<file path="src/rtl/uart_fc_pkg.sv">
package uart_fc_pkg;

    localparam int DATA_W     = 8;
    localparam int FIFO_DEPTH = 32;
    localparam int CNT_W      = $clog2(FIFO_DEPTH + 1);
    localparam int RTS_HYST   = 1;
    localparam int CTS_SYNC   = 2;
    localparam int CTRL_W     = 7;

    // control word layout, most significant field first
    typedef struct packed {
        logic [1:0] rx_code;
        logic [1:0] tx_code;
        logic       auto_cts;
        logic       auto_rts;
        logic       sw_rts;
    } ctrl_word_t;

    typedef struct packed {
        logic auto_cts;
        logic auto_rts;
        logic sw_rts;
    } flow_cfg_t;

    typedef enum logic [1:0] {
        TRIG_LOW  = 2'b00,
        TRIG_MID  = 2'b01,
        TRIG_HIGH = 2'b10,
        TRIG_TOP  = 2'b11
    } trig_code_e;

    function automatic int rx_trig_level(input trig_code_e c);
        case (c)
            TRIG_LOW:  return 8;
            TRIG_MID:  return 16;
            TRIG_HIGH: return 24;
            default:   return 28;
        endcase
    endfunction

    function automatic int tx_trig_level(input trig_code_e c);
        case (c)
            TRIG_LOW:  return 1;
            TRIG_MID:  return 4;
            TRIG_HIGH: return 8;
            default:   return 16;
        endcase
    endfunction

endpackage

</file>
<file path="src/rtl/uart_fc_fifo.sv">
module uart_fc_fifo #(
    parameter int DEPTH = 32,
    parameter int WIDTH = 8
) (
    input  logic                       clk,
    input  logic                       rst,
    input  logic                       push,
    input  logic [WIDTH-1:0]           wdata,
    input  logic                       pop,
    output logic [WIDTH-1:0]           rdata,
    output logic [$clog2(DEPTH+1)-1:0] count
);
    localparam int AW = $clog2(DEPTH);
    localparam int CW = $clog2(DEPTH + 1);

    logic [WIDTH-1:0] mem [DEPTH];
    logic [AW-1:0]    wr_ptr, rd_ptr;
    logic             full, empty, do_push, do_pop;

    assign full    = (count == CW'(DEPTH));
    assign empty   = (count == '0);
    assign do_push = push && !full;
    assign do_pop  = pop && !empty;
    assign rdata   = mem[rd_ptr];

    function automatic logic [AW-1:0] bump(input logic [AW-1:0] p);
        return (p == AW'(DEPTH - 1)) ? '0 : p + 1'b1;
    endfunction

    always_ff @(posedge clk) begin
        if (do_push) mem[wr_ptr] <= wdata;
    end

    always_ff @(posedge clk) begin
        if (rst) begin
            wr_ptr <= '0;
            rd_ptr <= '0;
            count  <= '0;
        end else begin
            if (do_push) wr_ptr <= bump(wr_ptr);
            if (do_pop)  rd_ptr <= bump(rd_ptr);
            case ({do_push, do_pop})
                2'b10:   count <= count + 1'b1;
                2'b01:   count <= count - 1'b1;
                default: count <= count;
            endcase
        end
    end

    // fill level never exceeds capacity
    assert_no_overflow_R1: assert property (@(posedge clk) disable iff (rst)
        count <= CW'(DEPTH));

    // a queue that is empty and not written stays empty
    assert_empty_pop_R1: assert property (@(posedge clk) disable iff (rst)
        (count == '0 && !push) |=> (count == '0));

endmodule

</file>
<file path="src/rtl/uart_fc_regs.sv">
module uart_fc_regs
    import uart_fc_pkg::*;
#(
    parameter int CW = 6
) (
    input  logic              clk,
    input  logic              rst,
    input  logic              we,
    input  logic [CTRL_W-1:0] wdata,
    output flow_cfg_t         flow,
    output logic [CW-1:0]     rx_trig,
    output logic [CW-1:0]     tx_trig
);
    ctrl_word_t ctrl_q;

    always_ff @(posedge clk) begin
        if (rst)     ctrl_q <= '0;
        else if (we) ctrl_q <= ctrl_word_t'(wdata);
    end

    assign flow.auto_cts = ctrl_q.auto_cts;
    assign flow.auto_rts = ctrl_q.auto_rts;
    assign flow.sw_rts   = ctrl_q.sw_rts;
    assign rx_trig = CW'(rx_trig_level(trig_code_e'(ctrl_q.rx_code)));
    assign tx_trig = CW'(tx_trig_level(trig_code_e'(ctrl_q.tx_code)));

endmodule

</file>
<file path="src/rtl/uart_fc_flow.sv">
module uart_fc_flow
    import uart_fc_pkg::*;
#(
    parameter int CW    = 6,
    parameter int HYST  = RTS_HYST,
    parameter int NSYNC = CTS_SYNC
) (
    input  logic          clk,
    input  logic          rst,
    input  flow_cfg_t     flow,
    input  logic [CW-1:0] rx_level,
    input  logic [CW-1:0] rx_trig,
    input  logic [CW-1:0] tx_level,
    input  logic [CW-1:0] tx_trig,
    input  logic          cts,
    output logic          rts,
    output logic          tx_req,
    output logic          rx_irq,
    output logic          tx_irq
);
    localparam int EW = CW + 1;

    logic [NSYNC-1:0] cts_sync;
    logic             cts_ok;
    logic             throttle_q, throttle_d;
    logic [EW-1:0]    release_sum;

    // CTS crosses clock domains: shift it through NSYNC flops
    always_ff @(posedge clk) begin
        if (rst) begin
            cts_sync <= '0;
        end else begin
            cts_sync[0] <= cts;
            for (int i = 1; i < NSYNC; i++) cts_sync[i] <= cts_sync[i-1];
        end
    end
    assign cts_ok = cts_sync[NSYNC-1];

    // throttle with a hysteresis band below the receive threshold
    assign release_sum = EW'(rx_level) + EW'(HYST);
    always_comb begin
        throttle_d = throttle_q;
        if (rx_level >= rx_trig)
            throttle_d = 1'b1;
        else if (release_sum < EW'(rx_trig))
            throttle_d = 1'b0;
    end

    always_ff @(posedge clk) begin
        if (rst) throttle_q <= 1'b0;
        else     throttle_q <= throttle_d;
    end

    assign rts    = flow.auto_rts ? !throttle_q : flow.sw_rts;
    assign tx_req = (tx_level != '0) && (!flow.auto_cts || cts_ok);
    assign rx_irq = (rx_level >= rx_trig);
    assign tx_irq = (tx_level <= tx_trig);

    // reaching the threshold under auto RTS lowers RTS on the next cycle
    assert_rts_drop_R5: assert property (@(posedge clk) disable iff (rst)
        (flow.auto_rts && rx_level >= rx_trig) |=> (!flow.auto_rts || !rts));

    // inside the hysteresis band the throttle does not release
    assert_rts_band_R5: assert property (@(posedge clk) disable iff (rst)
        (throttle_q && release_sum >= EW'(rx_trig)) |=> throttle_q);

endmodule

</file>
<file path="src/rtl/uart_fc_core.sv">
module uart_fc_core
    import uart_fc_pkg::*;
#(
    parameter int DEPTH = FIFO_DEPTH,
    parameter int DW    = DATA_W
) (
    input  logic                       clk,
    input  logic                       rst,
    input  logic                       rx_pop,
    output logic [DW-1:0]              rx_data,
    output logic [$clog2(DEPTH+1)-1:0] rx_level,
    input  logic                       stat_rd,
    output logic                       overrun,
    input  logic                       tx_push,
    input  logic [DW-1:0]              tx_wdata,
    output logic [$clog2(DEPTH+1)-1:0] tx_level,
    input  logic                       ctrl_we,
    input  logic [CTRL_W-1:0]          ctrl_wdata,
    output logic                       rx_irq,
    output logic                       tx_irq,
    input  logic                       rx_strobe,
    input  logic [DW-1:0]              rx_byte,
    output logic                       tx_req,
    output logic [DW-1:0]              tx_byte,
    input  logic                       tx_ack,
    input  logic                       cts,
    output logic                       rts
);
    localparam int CW = $clog2(DEPTH + 1);

    flow_cfg_t     flow;
    logic [CW-1:0] rx_trig, tx_trig;
    logic          rx_drop, tx_take;

    assign rx_drop = rx_strobe && (rx_level == CW'(DEPTH));
    assign tx_take = tx_req && tx_ack;

    uart_fc_regs #(.CW(CW)) u_regs (
        .clk     (clk),
        .rst     (rst),
        .we      (ctrl_we),
        .wdata   (ctrl_wdata),
        .flow    (flow),
        .rx_trig (rx_trig),
        .tx_trig (tx_trig)
    );

    uart_fc_fifo #(.DEPTH(DEPTH), .WIDTH(DW)) u_rx_q (
        .clk   (clk),
        .rst   (rst),
        .push  (rx_strobe),
        .wdata (rx_byte),
        .pop   (rx_pop),
        .rdata (rx_data),
        .count (rx_level)
    );

    uart_fc_fifo #(.DEPTH(DEPTH), .WIDTH(DW)) u_tx_q (
        .clk   (clk),
        .rst   (rst),
        .push  (tx_push),
        .wdata (tx_wdata),
        .pop   (tx_take),
        .rdata (tx_byte),
        .count (tx_level)
    );

    uart_fc_flow #(.CW(CW)) u_flow (
        .clk      (clk),
        .rst      (rst),
        .flow     (flow),
        .rx_level (rx_level),
        .rx_trig  (rx_trig),
        .tx_level (tx_level),
        .tx_trig  (tx_trig),
        .cts      (cts),
        .rts      (rts),
        .tx_req   (tx_req),
        .rx_irq   (rx_irq),
        .tx_irq   (tx_irq)
    );

    // sticky drop flag; a new drop outranks a clearing read
    always_ff @(posedge clk) begin
        if (rst)          overrun <= 1'b0;
        else if (rx_drop) overrun <= 1'b1;
        else if (stat_rd) overrun <= 1'b0;
    end

    assert_rx_drop_R2: assert property (@(posedge clk) disable iff (rst)
        (rx_strobe && rx_level == CW'(DEPTH) && !rx_pop)
            |=> (rx_level == CW'(DEPTH) && overrun));

    assert_overrun_hold_R2: assert property (@(posedge clk) disable iff (rst)
        (overrun && !stat_rd) |=> overrun);

    // without a request the transmit queue never shrinks
    assert_tx_hold_R7: assert property (@(posedge clk) disable iff (rst)
        !tx_req |=> (tx_level >= $past(tx_level)));

    assert_tx_full_R9: assert property (@(posedge clk) disable iff (rst)
        (tx_level == CW'(DEPTH) && !tx_take) |=> (tx_level == CW'(DEPTH)));

endmodule

</file>
<file path="config.mk">
export PLATFORM = sky130hd
export DESIGN_NAME = uart_fc_core
export DESIGN_NICKNAME = d
export VERILOG_FILES = /design/src/rtl/uart_fc_pkg.sv /design/src/rtl/uart_fc_fifo.sv /design/src/rtl/uart_fc_regs.sv /design/src/rtl/uart_fc_flow.sv /design/src/rtl/uart_fc_core.sv
export SDC_FILE = /design/constraint.sdc
export NUM_CORES = 1
export LEC_CHECK = 0
export ABC_AREA = 1
export BUFFER_PORTS_ARGS = -buffer_cell sky130_fd_sc_hd__buf_2
export CORE_MARGIN = 3
export CORE_UTILIZATION = 40
export DETAILED_ROUTE_END_ITERATION = 6
export PLACE_DENSITY = 0.64
export SLEW_MARGIN = 20
export SYNTH_ARGS = -nofsm -noshare
export SYNTH_HDL_FRONTEND = slang
export SYNTH_HIERARCHICAL = 1
export SYNTH_SLANG_ARGS = --single-unit
</file>
<file path="constraint.sdc">
create_clock -name clk -period 2.3 [get_ports clk]
set_input_delay 0 -clock clk [delete_from_list [all_inputs] [get_ports clk]]
set_output_delay 0 -clock clk [all_outputs]
set_load 0.02 [all_outputs]
</file>
# Word-level counts from Yosys, hierarchy flattened
# Memories as Yosys holds them, arrays and structs flattened. A register that Yosys moved wholly into a read port is not among the register bits.
# Cells that the tools add are included.
[word_totals]
ff_bits = 43
latchBits = 0
ram_bits = 512
romBits = 0
inputBits = 32
out_inout_bits = 33
wordCells = 86
memories = 2
[op_classes]
addsub = 9
multipliers = 0
div = 0
order_cmp = 3
n_eq_ne = 14
shifts = 0
mux = 21
bitwise_logic = 0
reduce_logical = 23
[mem_list]
columns = ["name", "depth", "word_bits", "rd", "rd_clocked_by_memory_dff", "write_ports", "line", "source"]
rows = [
  ["u_rx_q.mem", 32, 8, 1, 1, 1, "uart_fc_fifo.sv:16", "logic [WIDTH-1:0] mem [DEPTH];"],
  ["u_tx_q.mem", 32, 8, 1, 1, 1, "uart_fc_fifo.sv:16", ""],
]
[ops]
columns = ["cell", "count"]
rows = [
  ["$mux W5", 8],
  ["$pmux W5 S3", 2],
  ["$pmux W6 S2", 2],
  ["$add A5 B1 Y5 const B", 4],
  ["$eq A5 B5 Y1 const B", 4],
  ["$add A6 B1 Y6 const B", 2],
  ["$eq A6 B6 Y1 const B", 2],
  ["$logic_not A6 Y1", 2],
  ["$sub A6 B1 Y6 const B", 2],
  ["$mux W1", 9],
  ["$eq A2 B1 Y1 const B", 4],
  ["$eq A2 B2 Y1 const B", 4],
  ["$reduce_bool A2 Y1", 4],
  ["$add A6 B1 Y7 const B", 1],
  ["$logic_and A1 B1 Y1", 7],
  ["$lt A7 B5 Y1", 1],
  ["$ge A6 B5 Y1", 1],
  ["$le A6 B5 Y1", 1],
  ["$logic_not A1 Y1", 6],
  ["$reduce_bool A6 Y1", 1],
  ["$logic_not A2 Y1", 2],
  ["$logic_or A1 B1 Y1", 1],
]

# Longest topological paths before layout
[depth]
ltp_word = 7
depth_mapped = 22
ltp_nobuf = 21

# By module
# Netlist, hierarchy kept.
[modules_own_cells]
columns = ["mod", "n_inst", "cells_each", "area_each_um2", "seq_area_each_um2"]
rows = [
  ["uart_fc_fifo", 2, 1049, 11690.0, 8107.8],
  ["uart_fc_flow", 1, 95, 628.1, 60.1],
  ["uart_fc_regs", 1, 65, 397.9, 140.1],
  ["uart_fc_core", 1, 16, 81.3, 20.0],
]

# Worst setup path after synthesis
# OpenSTA, ideal clock, no wires.
[synth_timing]
path_kind = "reg2reg"
start = "register u_tx_q.count[4]"
end = "register u_tx_q.count[4]"
setup_ns = 0.109
t_arrival_ns = 2.504
required_time_ns = 2.191
path_slack_ns = -0.313
stages_incl_launch_ff = 23
path_buffers = 1
synth_period_minus_slack_ns = 2.613
path_cell_list = "dfxtp_1 > nor4_1 > nand2_1 > o21ai_0 > inv_1 > nand2_1 > inv_1 > nand2_2 > inv_1 > ha_1 > buf_2 > inv_1 > nand2_1 > nand2_1 > inv_1 > ha_1 > o21bai_1 > nand2_1 > nand2_1 > nand2_1 > nand3_1 > nand2_1 > inv_1"
[synth_between]
elab_chain_cells = 6
elab_cells_between_ends = 15
classes_between = "2 x add/sub; 3 x eq/ne; 1 x mux; 9 x reduce/logical"
[synth_lines]
columns = ["element", "line", "source"]
rows = [
  ["start, declared", "uart_fc_fifo.sv:11", "output logic [$clog2(DEPTH+1)-1:0] count"],
  ["start signal, assigned", "uart_fc_fifo.sv:43", "2'b10: count <= count + 1'b1;"],
  ["start signal, assigned", "uart_fc_fifo.sv:44", "2'b01: count <= count - 1'b1;"],
  ["start signal, assigned", "uart_fc_fifo.sv:45", "default: count <= count;"],
  ["$reduce_bool A6 Y1 (*)", "uart_fc_flow.sv:55", "assign tx_req = (tx_level != '0) && (!flow.auto_cts || cts_ok);"],
  ["$logic_and A1 B1 Y1 (*)", "uart_fc_flow.sv:55", ""],
  ["net tx_req", "uart_fc_core.sv:23", "output logic tx_req,"],
  ["$logic_and A1 B1 Y1 (*)", "uart_fc_core.sv:36", "assign tx_take = tx_req && tx_ack;"],
  ["net tx_take", "uart_fc_core.sv:33", "logic rx_drop, tx_take;"],
  ["$logic_and A1 B1 Y1 (*)", "uart_fc_fifo.sv:23", "assign do_pop = pop && !empty;"],
  ["$eq A2 B1 Y1 / $eq A2 B2 Y1 (equally long branches)", "uart_fc_fifo.sv:42", "case ({do_push, do_pop})"],
  ["$pmux W6 S2 / $reduce_bool A2 Y1 (equally long branches)", "--", ""],
]
# The timed path passes the listed nets; every way through them passes the cells marked *.
# A chain may end at the register's enable or synchronous reset.

==> metrics.txt <==
first-pass GRT wire length 99400 um; CTS clk-pin slew, worst paths roughly 0.07 ns; Yosys top cell by area edfxtp_1; Synth top area share 62.8%; DRT Pass-1 Iters 6; Synth top cells by count 710 x nand2_1, 512 x edfxtp_1, 363 x nand3_1; Worst IR Drop VDD 0.705 mV; Clock Latency Late Sink 0.63 ns; CTS tree done; outcome finished with violations; synthesized instance count around 2300; failing checks setup timing; final hold vios 0; Crit. End Element output pin; pre-CTS WS 0.0144 ns; routability cong. 0.843; layout cells sized above 1 22.9%; Post-Syn Area per Cell 10.8 um^2; Rel. slew slack 38.4%; Worst Max-Slew Pin Slew 0.921 ns; fin cells 3273; Iteration-0 DRC Markers about 1800; largest net degree at the start of global routing 65; Area contributors post-synth edfxtp_1 63%, nand2_1 11%, nand3_1 7.4%; Synth async-reset ratio 0%; initial cell density of the core approximately two fifths; Layout area overhead 24.9%; Detail Route Antenna Nets 0; Buf/Inv on CP 5; vias in the first global route 17100; Static Leak 11.5 nW; total die area 0.0642 mm^2; WL/cell roughly 21 um; CTS H-tree depth 2; number of enable flip-flop cells after synthesis 512; required time of the critical path between 2 and 2.5 ns; final worst slack -0.0489 ns; Die X-Extent 253 um; HPWL Detailed 35100 um; CTS buffer count 59; final instance area a little over 0.03 mm^2; die outline height around 250 um; CP arrival 2.35 ns; CTS Buffer Depth 3; Final Critical Period 2.35 ns; period utilization 102%; Worst Setup Start Kind flop; Core Area 0.0605 mm^2; I/O Buffers 64; Final setup viols 9; Fin Setup TNS -0.194 ns; Cell Pwr Density roughly 1100 mW/mm^2; ys flop type edfxtp_1; biggest cell delay along the critical path 0.38 ns; Seq/Total Area, Yosys 67.1%; CTS Root Buffer Type clkbuf_16; Slew Limit Fails 0; unrepaired setup endpoints after global routing true; synth unique cells 34; post-layout util 50.6%; Crit-path slowest cell dfxtp_4; Layout Nets ~2500; crit path cell chain buf_12, buf_16, buf_12, clkbuf_16, nand2_2, nand3_2, nand3_2, a21oi_4, nor2_4, a21oi_2, buf_6; antenna violations before repair 1; Post-Place Cell Area 0.0256 mm^2; top-count cell post-synth nand2_1; grt total ovfl 0; GRT Total Usage between 20% and 30%; via count 17900; Placed Cells 3061; Ys Warns 6; I/O Pins 65; CP max FO 7; CP Class flop to output pin; DRT Wirelength a little under 70000 um; mapped cell area roughly 0.024 mm^2; via-per-instance ratio around 5.5; TritonCTS Sinks between 500 and 600; drt drc 0; Seq cells post-synth 565; worst min-delay path class primary input to flop; Max Cap Violations 0; Peak Freq about 430 MHz; family with the most delay on the worst path buffers and inverters; Setup Skew 0.0349 ns; row count 90
## through the flow
| step | hold slack, ns | total power (W) |
|---|---|---|
| after floorplan | 0.0624 | 0.0182 |
| after global placement | 0.227 | 0.0208 |
| after detailed placement | 0.210 | 0.0210 |
| after CTS | 0.00665 | 0.0327 |
| after global routing | 0.0315 | 0.0358 |
| final | 0.00317 | 0.0343 |
## placed cells by master, fill, tap and decap left out, types with 8 or more instances in the layout
cell           Yosys  final
clkinv_2           0     10
nand2_4           12     19
buf_16             0     27
nor2_2             2     17
a21oi_2            1     59
clkbuf_16          0     77
inv_1            102     95
nand2_1          710    641
dlygate4sd3_1      0     46
nand2_2            6     68
inv_6              2      8
ha_1              39     35
clkinv_1           2     14
nand3_1          363    274
buf_2             30     48
dfxtp_1           53     40
a21oi_1          124     63
clkbuf_1          14      8
buf_6             21     18
nand3_2            0     89
buf_12             0     16
o31ai_2            0     11
dfxtp_2            0      8
nor2_1           150    130
edfxtp_1         512    512
o21ai_0           24     20
buf_4             38     48
## kinds of logic after synthesis
| logic type | after synthesis | synth area share (%) |
|---|---|---|
| and+or+nand+nor | 1263 | 21.9 |
| DFF | 565 | 67.1 |
| buffers and inverters | 225 | 4.87 |
| AOI/OAI and AO/OA | 169 | 3.66 |
| adders and majority gates | 39 | 1.99 |
| xor gates and xnor gates | 12 | 0.429 |
| other | 1 | 0.0153 |
## final timing paths
kind | end | depth (start not counted) | startpoint | slack [ns]
worst max register to register | u_tx_q/count[4]$_SDFFE_PP0P_ | 17 | u_tx_q/count[0]$_SDFFE_PP0P_ | 0.06
worst max-delay path | tx_byte[7] | 11 | flop | -0.05
worst min-delay path | u_tx_q/mem[11][3]$_DFFE_PP_ | 1 | tx_wdata[3] | 0.003
worst min register to register | u_flow/cts_sync[1]$_SDFF_PP0_ | 2 | u_flow/cts_sync[0]$_SDFF_PP0_ | 0.42
## where the power goes
part           internal (W)  switching [W]  total [W]  leakage, nW
clock network       0.00544        0.00404    0.00948        0.946
logic               0.00511        0.00772     0.0128         5.52
registers            0.0116       0.000352     0.0120         5.05
total                0.0222         0.0121     0.0343         11.5
## metal layers
layer	up-vias	global-route usage (%)	share of wire [%]
li1	8178	-	-
met5	-	0	0
met3	156	2.90	7.9
met2	858	33.1	48
met1	8740	27.1	41
met4	0	7.20	3.1
## worst reg2reg max path, cell delays in order, from the launching register on
cell,delay (ns)
dfxtp_2,0.36
nor4_2,0.35
nand2_1,0.17
nand2_4,0.11
inv_4,0.04
ha_4,0.17
inv_4,0.05
nand2_1,0.05
nand2_2,0.10
inv_2,0.04
ha_2,0.15
o21bai_4,0.18
nand2_2,0.08
nand2_1,0.06
nand2_1,0.07
nand3_2,0.06
nand2_1,0.07
inv_1,0.03
## repair_timing
item                                    CTS  global route
hold buffers                             46             0
pin swaps                                30           120
resized for setup                       142           216
buffers inserted                         12             9
endpoints found under the setup margin   17            26
hold endpoints to repair                466             0
gates cloned                             22            16
## sequential cells by signal (all words and copies together) (netlist names), named ones only
signal             cells
overrun                1
u_flow/cts_sync        2
u_flow/throttle_q      1
u_regs/ctrl_q          4
u_regs/flow            3
u_rx_q/count           6
u_rx_q/mem           256
u_rx_q/rd_ptr          5
u_rx_q/wr_ptr          5
u_tx_q/count           6
u_tx_q/mem           256
u_tx_q/rd_ptr          5
u_tx_q/wr_ptr          5
## layout make-up
cell class | count | area, um^2
diodes | 1 | 2.50
well taps | 782 | 978
inverters | 110 | 479
flip-flops and latches | 565 | 16500
multi-input cells | 1488 | 8000
clock buffers | 72 | 1610
repair inverters | 1 | 8.76
repair buffers | 219 | 2720
fillers | 5067 | 29900
clock inverters | 35 | 324
Note: power is estimated with default switching activity, not from simulation.
